`src/rtl/ac_gs_pkg.sv`:
```
package ac_gs_pkg;
  localparam int REG_W   = 16;
  localparam int N_CODEC = 2;
  localparam int N_GRP   = 5;
  // bit positions of the status word
  localparam int B_GPI  = 0;
  localparam int B_MI   = 1;
  localparam int B_MO   = 2;
  localparam int B_PI   = 3;
  localparam int B_PO   = 4;
  localparam int B_MIC  = 5;
  localparam int B_RDY0 = 6;
  localparam int B_RDY1 = 7;
  localparam int B_RES0 = 8;
  localparam int B_RES1 = 9;
  localparam int B_TOP  = B_RES1;
  localparam int N_STICKY = 3;
endpackage

```
`src/rtl/acgs_sticky.sv`:
```
module acgs_sticky #(
  parameter int N = 3
) (
  input  logic         clk,
  input  logic         rst,
  input  logic [N-1:0] set_i,
  input  logic [N-1:0] clr_i,
  output logic [N-1:0] q_o
);
  logic [N-1:0] q_r;

  // set has priority over clear so an event is never lost
  always_ff @(posedge clk) begin
    if (rst) q_r <= '0;
    else     q_r <= (q_r & ~clr_i) | set_i;
  end

  assign q_o = q_r;
endmodule

```
`src/rtl/acgs_summary.sv`:
```
module acgs_summary #(
  parameter int NGRP = 5,
  parameter int NCH  = 2
) (
  input  logic [NGRP*NCH-1:0] flags_i,
  output logic [NGRP-1:0]     any_o
);
  for (genvar g = 0; g < NGRP; g++) begin : g_grp
    assign any_o[g] = |flags_i[g*NCH +: NCH];
  end
endmodule

```
`src/rtl/acgs_ready.sv`:
```
module acgs_ready #(
  parameter int N = 2
) (
  input  logic [N-1:0] rdy_i,
  input  logic         shutoff_i,
  input  logic         clk_bad_i,
  output logic [N-1:0] rdy_o
);
  logic force_low;
  assign force_low = shutoff_i | clk_bad_i;

  for (genvar c = 0; c < N; c++) begin : g_codec
    assign rdy_o[c] = rdy_i[c] & ~force_low;
  end
endmodule

```
`src/rtl/ac_glob_status.sv`:
```
module ac_glob_status
  import ac_gs_pkg::*;
#(
  parameter int NCH = 2
) (
  input  logic               clk,
  input  logic               rst,
  input  logic               wr_en,
  input  logic [REG_W-1:0]   wr_data,
  output logic [REG_W-1:0]   rd_data,
  input  logic [N_CODEC-1:0] resume_evt,
  input  logic [N_CODEC-1:0] codec_rdy,
  input  logic               shutoff,
  input  logic               clk_bad,
  input  logic [NCH-1:0]     irq_modem_in,
  input  logic [NCH-1:0]     irq_modem_out,
  input  logic [NCH-1:0]     irq_pcm_in,
  input  logic [NCH-1:0]     irq_pcm_out,
  input  logic [NCH-1:0]     irq_mic,
  input  logic               gpi_evt,
  output logic               pm_status
);
  localparam int FLAG_W = N_GRP * NCH;

  // sticky slot order: 0 = GPIO change, 1 = resume primary, 2 = resume secondary
  logic [N_STICKY-1:0] st_set, st_clr, st_q;
  logic [FLAG_W-1:0]   flags;
  logic [N_GRP-1:0]    summ;
  logic [N_CODEC-1:0]  rdy_m;
  logic                unused_wr;

  assign st_set = {resume_evt[1], resume_evt[0], gpi_evt};
  assign st_clr = wr_en ? {wr_data[B_RES1], wr_data[B_RES0], wr_data[B_GPI]}
                        : '0;
  assign unused_wr = ^{wr_data[REG_W-1:B_TOP+1], wr_data[B_RDY1:B_MI]};

  acgs_sticky #(.N(N_STICKY)) u_sticky (
    .clk   (clk),
    .rst   (rst),
    .set_i (st_set),
    .clr_i (st_clr),
    .q_o   (st_q)
  );

  // group order matches status bits B_MI..B_MIC
  assign flags = {irq_mic, irq_pcm_out, irq_pcm_in, irq_modem_out, irq_modem_in};

  acgs_summary #(.NGRP(N_GRP), .NCH(NCH)) u_summary (
    .flags_i (flags),
    .any_o   (summ)
  );

  acgs_ready #(.N(N_CODEC)) u_ready (
    .rdy_i     (codec_rdy),
    .shutoff_i (shutoff),
    .clk_bad_i (clk_bad),
    .rdy_o     (rdy_m)
  );

  always_comb begin
    rd_data                 = '0;
    rd_data[B_GPI]          = st_q[0];
    rd_data[B_MIC:B_MI]     = summ;
    rd_data[B_RDY1:B_RDY0]  = rdy_m;
    rd_data[B_RES0]         = st_q[1];
    rd_data[B_RES1]         = st_q[2];
  end

  assign pm_status = st_q[0];
endmodule

```
`config.mk`:
```
export PLATFORM = sky130hd
export DESIGN_NAME = ac_glob_status
export DESIGN_NICKNAME = d
export VERILOG_FILES = /design/src/rtl/ac_gs_pkg.sv /design/src/rtl/acgs_sticky.sv /design/src/rtl/acgs_summary.sv /design/src/rtl/acgs_ready.sv /design/src/rtl/ac_glob_status.sv
export SDC_FILE = /design/constraint.sdc
export NUM_CORES = 1
export LEC_CHECK = 0
export CAP_MARGIN = 10
export CORE_UTILIZATION = 14
export DETAILED_ROUTE_END_ITERATION = 16
export PLACE_DENSITY = 0.71
export SLEW_MARGIN = 5
export SYNTH_ARGS = -nofsm -noshare
export SYNTH_HDL_FRONTEND = slang
export SYNTH_HIERARCHICAL = 1
export SYNTH_SLANG_ARGS = --single-unit
```
`constraint.sdc`:
```
create_clock -name clk -period 0.8 [get_ports clk]
set_input_delay 0.16 -clock clk [delete_from_list [all_inputs] [get_ports clk]]
set_output_delay 0.16 -clock clk [all_outputs]
set_load 0.01 [all_outputs]
```
# --- After elaboration in Yosys (flattened, before gate mapping) ---
# Cells that the tools add are included.
totals:
  register_bits: 3
  output_inout_bits: 17
  romBits: 0
  n_memories: 0
  latchBits: 0
  mem_bits_rw: 0
classes:
  n_mux: 1
  n_reduce_logical: 5
  div_mod_pow: 0
  addsub: 0
  multipliers: 0
  eq_ne: 0
  shifts: 0
  magnitude_cmp: 0
  bitwise: 7
ops:
  columns: ["operator", "count"]
  rows:
  - ["$reduce_or A2 Y1", 5]
  - ["$and A3 B3 Y3", 1]
  - ["$mux W3", 1]
  - ["$not A3 Y3", 1]
  - ["$or A3 B3 Y3", 1]
  - ["$and A1 B1 Y1", 2]
  - ["$not A1 Y1", 1]
  - ["$or A1 B1 Y1", 1]

# --- Longest topological paths before layout ---
# Gate-level depths: netlist of run 1.
depth:
  ltp_word: 4
  depth_mapped: 3
  mapped_depth_nobuf: 3

# --- Cells and area by module ---
# Netlist of run 1, hierarchy kept.
modules_own_cells:
  columns: ["module", "cells_each", "area_per_inst_um2", "n_inst", "seq_area_each_um2"]
  rows:
  - ["acgs_sticky", 12, 105.1, 1, 60.1]
  - ["ac_glob_status", 11, 75.1, 1, 0.0]
  - ["acgs_summary", 5, 31.3, 1, 0.0]
  - ["acgs_ready", 2, 15.0, 1, 0.0]

# --- Worst setup path before layout of run 1 ---
# OpenSTA, ideal clock, no wires.
synth_timing:
  kind: "flip-flop to output port"
  start: "register u_sticky.q_r[0], in the netlist u_sticky/q_o[0]"
  end: "output rd_data[0]"
  arrival_time_ns: 0.507
  path_stages_with_launch: 2
  n_path_buf: 1
  path_slack_ns: 0.133
  cell_sequence: "dfxtp_1 > buf_4"
synth_lines:
  columns: ["item", "line_no", "text"]
  rows:
  - ["start: declaration", "acgs_sticky.sv:10", "logic [N-1:0] q_r;"]
  - ["start signal: assignment", "acgs_sticky.sv:15", "else q_r <= (q_r & ~clr_i) | set_i;"]
  - ["end: declaration", "ac_glob_status.sv:10", "output logic [REG_W-1:0] rd_data,"]
# No word-level cell between the ends.

# --- Worst setup path in the final report of run 1 ---
layout_timing:
  start: "register u_sticky.q_r[0], in the netlist u_sticky/q_o[0]"
  end: "output rd_data[0]"
# No word-level cell between the ends.

==> qor.yml, run 1 <==
status: "finished, violations left"
failed_checks: "setup timing"
die_y_um: 42.2
area_delta_synth_final_pct: 120
final_cells: 81
synth_cells: 30
dp.final_hpwl_um: 560
worst_slack_ns: -0.0426
largest_reg_flops: 3
dpl.cell_count: 77
avgSynthCellArea_um2: 7.55
holdWs_ns: 0.459
ys_dominant_reg_cell: "dfxtp_1"
detail-route-antenna-nets: 0
hp-class: "in -> reg"
yosysTopAreaCell: "dfxtp_1"
grt_pass1_vias: 301
crit_path_max_incr_delay_ns: 0.34
cts.sink_count: 3
ctsHtreeMaxLevel: 1
hold_start: "wr_en"
cts_setup_buffers: 0
cts_tree: "done"
first_pass_iters: 5
die-area_um2: 1780
whs_path_depth: 4
clock_path_buffers: 2
grt_setup_unrepaired: "yes"
critPathKind: "reg -> out"
crit_path_start: "u_sticky/q_o[0]"
maxCapViolations: 0
r2r_slack_ns: 0.20
rr_endpoint: "u_sticky/q_o[0]"
synth-seq-area-share_pct: 26.5
num_rows: 14
start_util_pct: 15.0
async_reset_ff_share_pct: 0
synth.most_common_cell: "buf_4"
final_nets: 102
hold_viol: 0
synth_edf_count: 0
synth-compound-area-share_pct: 6.63
worstHoldEndpoint: "u_sticky/q_o[0]"
gr-total-overflow: 0
stdcell_area_um2: 499
grt_max_degree: 4
slowest_stage: "dfxtp_2"
core-area_um2: 1510
final_util_pct: 33.1
synth_top_area_share_pct: 26.5
worstPathRequired_ns: 0.64
vias_per_cell: 3.70
finalSetupViolations: 4
drc_errors: 0
synthTopCellsByArea: "dfxtp_1 27%, buf_4 23%, or2_1 14%"
worst-r2r-cell-count: 2
synth-xor-area-share_pct: 0
synthAdderAreaFrac_pct: 0
ios: 53
numCtsBuffers: 3
n_antenna_cell: 0
synth_top_family_by_area: "simple AND/OR/NAND/NOR gates"
critical-path-top-delay-family: "flip-flops"
dpl-instance-area_um2: 543
irDropWorstVdd_mv: 0.512
gp_congestion: 0.518
final_max_slew_viol_count: 0
clock_latency_ns: 0.23
ys_warn_count: 6
power_mw: 0.625
fmax_mhz: 1190
cts-root-buf: "clkbuf_4"
wl_per_cell_um: 8.21
muxShareOfSynthArea_pct: 0
power_density_nw_per_um2: 1250
routed_wl_um: 665
synth_area_um2: 226
synthDistinctLibCells: 9
finalClockSkew_ns: 0
drt_iter0_drc: 1
finalCriticalPeriod_ns: 0.843
cp_max_fo: 3
synth.ff_latch_count: 3
grt_usage_pct: 8.33
grt_antenna_before_repair: 0
cp-start-kind: "register"
setup_tns_ns: -0.118
reg2reg_from: "u_sticky/q_o[0]"
synth-simple-area-share_pct: 37.0
clk_pin_slew_ns: 0.03
grt_pass1_wl_mm: 1.08
vias: 300
drive_gt1_share_pct: 50.8
end_kind: "output port"
worstPathArrival_ns: 0.68
portBuffers: 33
hold_buffers: 0
dp_slack_ns: -0.770
synth_top_cells_by_count: "7 x buf_4, 5 x or2_1"
power_leakage_nw: 0.250
die_width_um: 42.2
fin_crit_sh_pct: 105
cp_cell_sequence: "buf_6"
path_buf_inv: 1
==> metal layers <==
metal	part of all wire, %	GRT usage [%]
met1	32	6.56
met3	17	6.03
met5	0	0
met4	0	5.63
met2	51	14.2
==> worst reg2reg max path, cell delays in order, from the launching register on <==
cell      delay (ns)
dfxtp_2         0.34
nand2b_1        0.08
a21oi_2         0.11
==> repair_timing <==
action | 4_1_cts | 5_1_grt
endpoints found under the hold margin | 0 | 0
gates resized for setup | 96 | 2
pin swaps | 8 | 2
setup endpoints to repair | 14 | 7
==> logic make-up after synthesis <==
kind of cell	count (synthesis)
simple gates	13
other cells	1
buf+inv	10
compound gates	3
flops	3
==> worst max path at each step <==
stage            endpoint  slack [ns]  depth (start not counted)
2_1_floorplan  rd_data[0]        0.13                          1
3_3_place_gp   rd_data[7]       -0.68                          3
3_5_place_dp   rd_data[7]       -0.77                          3
4_1_cts        rd_data[0]       -0.06                          1
5_1_grt        rd_data[0]       -0.07                          1
6_report       rd_data[0]       -0.04                          1
==> final cells by class <==
cell class                 instances  area [µm²]
timing repair buffer              33         239
tap                               16        20.0
sequential                         3        63.8
fill                             175        1010
clock buffer                       4        26.3
multi-input combinational         22         139
inverter                           3        11.3
==> power by group <==
part / internal [mW] / switching (mW)
Sequential: 0.164 / 0.00844
Clock: 0.187 / 0.0772
Combinational: 0.118 / 0.0709
Total: 0.468 / 0.157
==> layout by cell type (no fill, tap or decap) <==
| master | n |
|---|---|
| a21oi_1 | 1 |
| a21oi_2 | 2 |
| and2_1 | 3 |
| buf_2 | 19 |
| buf_6 | 4 |
| clkbuf_1 | 1 |
| clkbuf_4 | 3 |
| clkdlybuf4s15_1 | 2 |
| clkdlybuf4s50_1 | 7 |
| conb_1 | 6 |
| dfxtp_2 | 3 |
| dlygate4sd2_1 | 1 |
| inv_1 | 3 |
| nand2b_1 | 3 |
| nor3b_2 | 2 |
| or2_1 | 5 |
No activity file was read; power rests on OpenSTA's default activity.
==> run 2, diff against run 1 <==
Settings changed: RECOVER_POWER set to 50.
==> run 2 against run 1 <==
  * The flow still finishes with violations (setup timing)
  * Final cell count is the same
  * Wire length unchanged
  * Critical path depth is the same
  * Register-to-register slack barely moved
  * Core utilization did not move
  * Largest cell class unchanged
==> qor.yml, run 2 (synthesized netlist as in run 1, its figures left out) <==
status: "finished, violations left"
failed_checks: "setup timing"
wl_per_cell_um: 8.21  # unchanged
die_y_um: 42.2  # unchanged
ios: 53  # unchanged
path_buf_inv: 1  # unchanged
portBuffers: 33  # unchanged
fin_crit_sh_pct: 105  # unchanged
rr_endpoint: "u_sticky/q_o[0]"
drive_gt1_share_pct: 50.8  # unchanged
finalClockSkew_ns: 0  # unchanged
grt_antenna_before_repair: 0  # unchanged
comb_power_share_pct: 30.2  # about the same
cp-endpoint: "rd_data[0]"
clock_path_buffers: 2  # unchanged
fill_cells: 175  # unchanged
final_cells: 81  # unchanged
grt_usage_pct: 8.33  # unchanged
ctsHtreeMaxLevel: 1  # unchanged
hold_buffers: 0  # unchanged
dpl-instance-area_um2: 543  # unchanged
wl_met3_um: 115  # -0.86%
dp_slack_ns: -0.770  # unchanged
power_switching_share_pct: 25.1  # +0.036 points
clock_latency_ns: 0.23  # about the same
final_nets: 102  # unchanged
hp-class: "in -> reg"
cts_tree: "done"
power_mw: 0.625  # about the same
cp-start-kind: "register"
clk_pin_slew_ns: 0.03  # about the same
worst-r2r-cell-count: 2  # unchanged
cts.sink_count: 3  # unchanged
routed_wl_um: 665  # unchanged
mostFrequentLayoutCell: "buf_2"
detail-route-antenna-nets: 0  # unchanged
reg2reg_from: "u_sticky/q_o[0]"
met1Wirelength_um: 212  # unchanged
grt_setup_unrepaired: "yes"
hold_viol: 0  # unchanged
worstPathArrival_ns: 0.68  # about the same
drc_errors: 0  # unchanged
drt_iter0_drc: 1  # unchanged
first_pass_iters: 5  # unchanged
n_antenna_cell: 0  # unchanged
vias_per_cell: 3.70  # unchanged
critPathKind: "reg -> out"
dpl.cell_count: 77  # unchanged
die-area_um2: 1780  # unchanged
p_int_mw: 0.468  # about the same
end_kind: "output port"
cts_setup_buffers: 0  # unchanged
setup_tns_ns: -0.118  # +0.0000240 ns
num_rows: 14  # unchanged
final_max_slew_viol_count: 0  # unchanged
finalSetupViolations: 4  # unchanged
start_util_pct: 15.0  # unchanged
slowest_stage: "dfxtp_2"
crit_path_max_incr_delay_ns: 0.34  # about the same
holdWs_ns: 0.459  # unchanged
maxCapViolations: 0  # unchanged
final_util_pct: 33.1  # unchanged
vias: 300  # unchanged
finalCriticalPeriod_ns: 0.843  # unchanged
dp.final_hpwl_um: 560  # unchanged
gp_congestion: 0.518  # unchanged
cts-root-buf: "clkbuf_4"
final_cell_mix: "16 x buf_2, 7 x clkdlybuf4s50_1, 6 x conb_1"
p_sw_mw: 0.157  # +0.17%
fmax_mhz: 1190  # unchanged
cp_cell_sequence: "buf_6"
met2_wirelength_um: 336  # unchanged
grt_pass1_wl_mm: 1.08  # unchanged
worstPathRequired_ns: 0.64  # about the same
crit_path_start: "u_sticky/q_o[0]"
gr-total-overflow: 0  # unchanged
p_clk_share_pct: 42.3  # about the same
core-area_um2: 1510  # unchanged
top_layer: "met3"
stdcell_area_um2: 499  # unchanged
grt_pass1_vias: 301  # unchanged
worst_slack_ns: -0.0426  # unchanged
numCtsBuffers: 3  # unchanged
sequentialPowerShare_pct: 27.5  # about the same
largest_reg_flops: 3  # unchanged
power_leakage_nw: 0.252  # +0.97%
die_width_um: 42.2  # unchanged
grt_max_degree: 4  # unchanged
power_density_nw_per_um2: 1250  # about the same
cp.depth: 1  # unchanged
r2r_slack_ns: 0.20  # about the same
irDropWorstVdd_mv: 0.512  # unchanged
area_delta_synth_final_pct: 120  # unchanged
critical-path-top-delay-family: "flip-flops"
cp_max_fo: 3  # unchanged
-- run 2: per-layer routing --
metal	vias up	global-route usage (%)
li1	147	-
met3	0	6.03
met2	22	14.2
met1	131	6.56
met5	-	0
met4	0	5.63
-- run 2: repair_timing --
action,in CTS,in global routing
setup endpoints to repair,14,7
gates resized for setup,96,2
pin swaps,8,2
-- run 2: final cells by class --
class                   count  area, µm²  area share [%]
flip-flops and latches      3       63.8            12.8
well taps                  16       20.0            4.01
inverters                   3       11.3            2.26
multi-input cells          22        139            27.8
repair buffers             33        239            47.9
clock buffers               4       26.3            5.26
-- run 2: worst min path at each step --
stage	from	end	slack [ns]	depth (start not counted)
4_1_cts	resume_evt[1]	u_sticky/q_o[2]	0.45	3
3_5_place_dp	u_sticky/q_o[1]	u_sticky/q_o[1]	0.47	2
2_1_floorplan	rst	u_sticky/q_o[0]	0.23	1
3_3_place_gp	u_sticky/q_o[2]	u_sticky/q_o[2]	0.46	2
6_report	wr_en	u_sticky/q_o[0]	0.46	4
5_1_grt	resume_evt[1]	u_sticky/q_o[2]	0.50	3
-- run 2: power groups by stage --
| stage | logic [mW] | registers, mW | clock network [mW] |
|---|---|---|---|
| finish | 0.189 | 0.172 | 0.264 |
| floorplan | 0.0810 | 0.174 | 0 |
| detailed placement | 0.231 | 0.170 | 0 |
| global route | 0.206 | 0.174 | 0.291 |
| global placement | 0.226 | 0.169 | 0 |
| CTS | 0.187 | 0.172 | 0.282 |
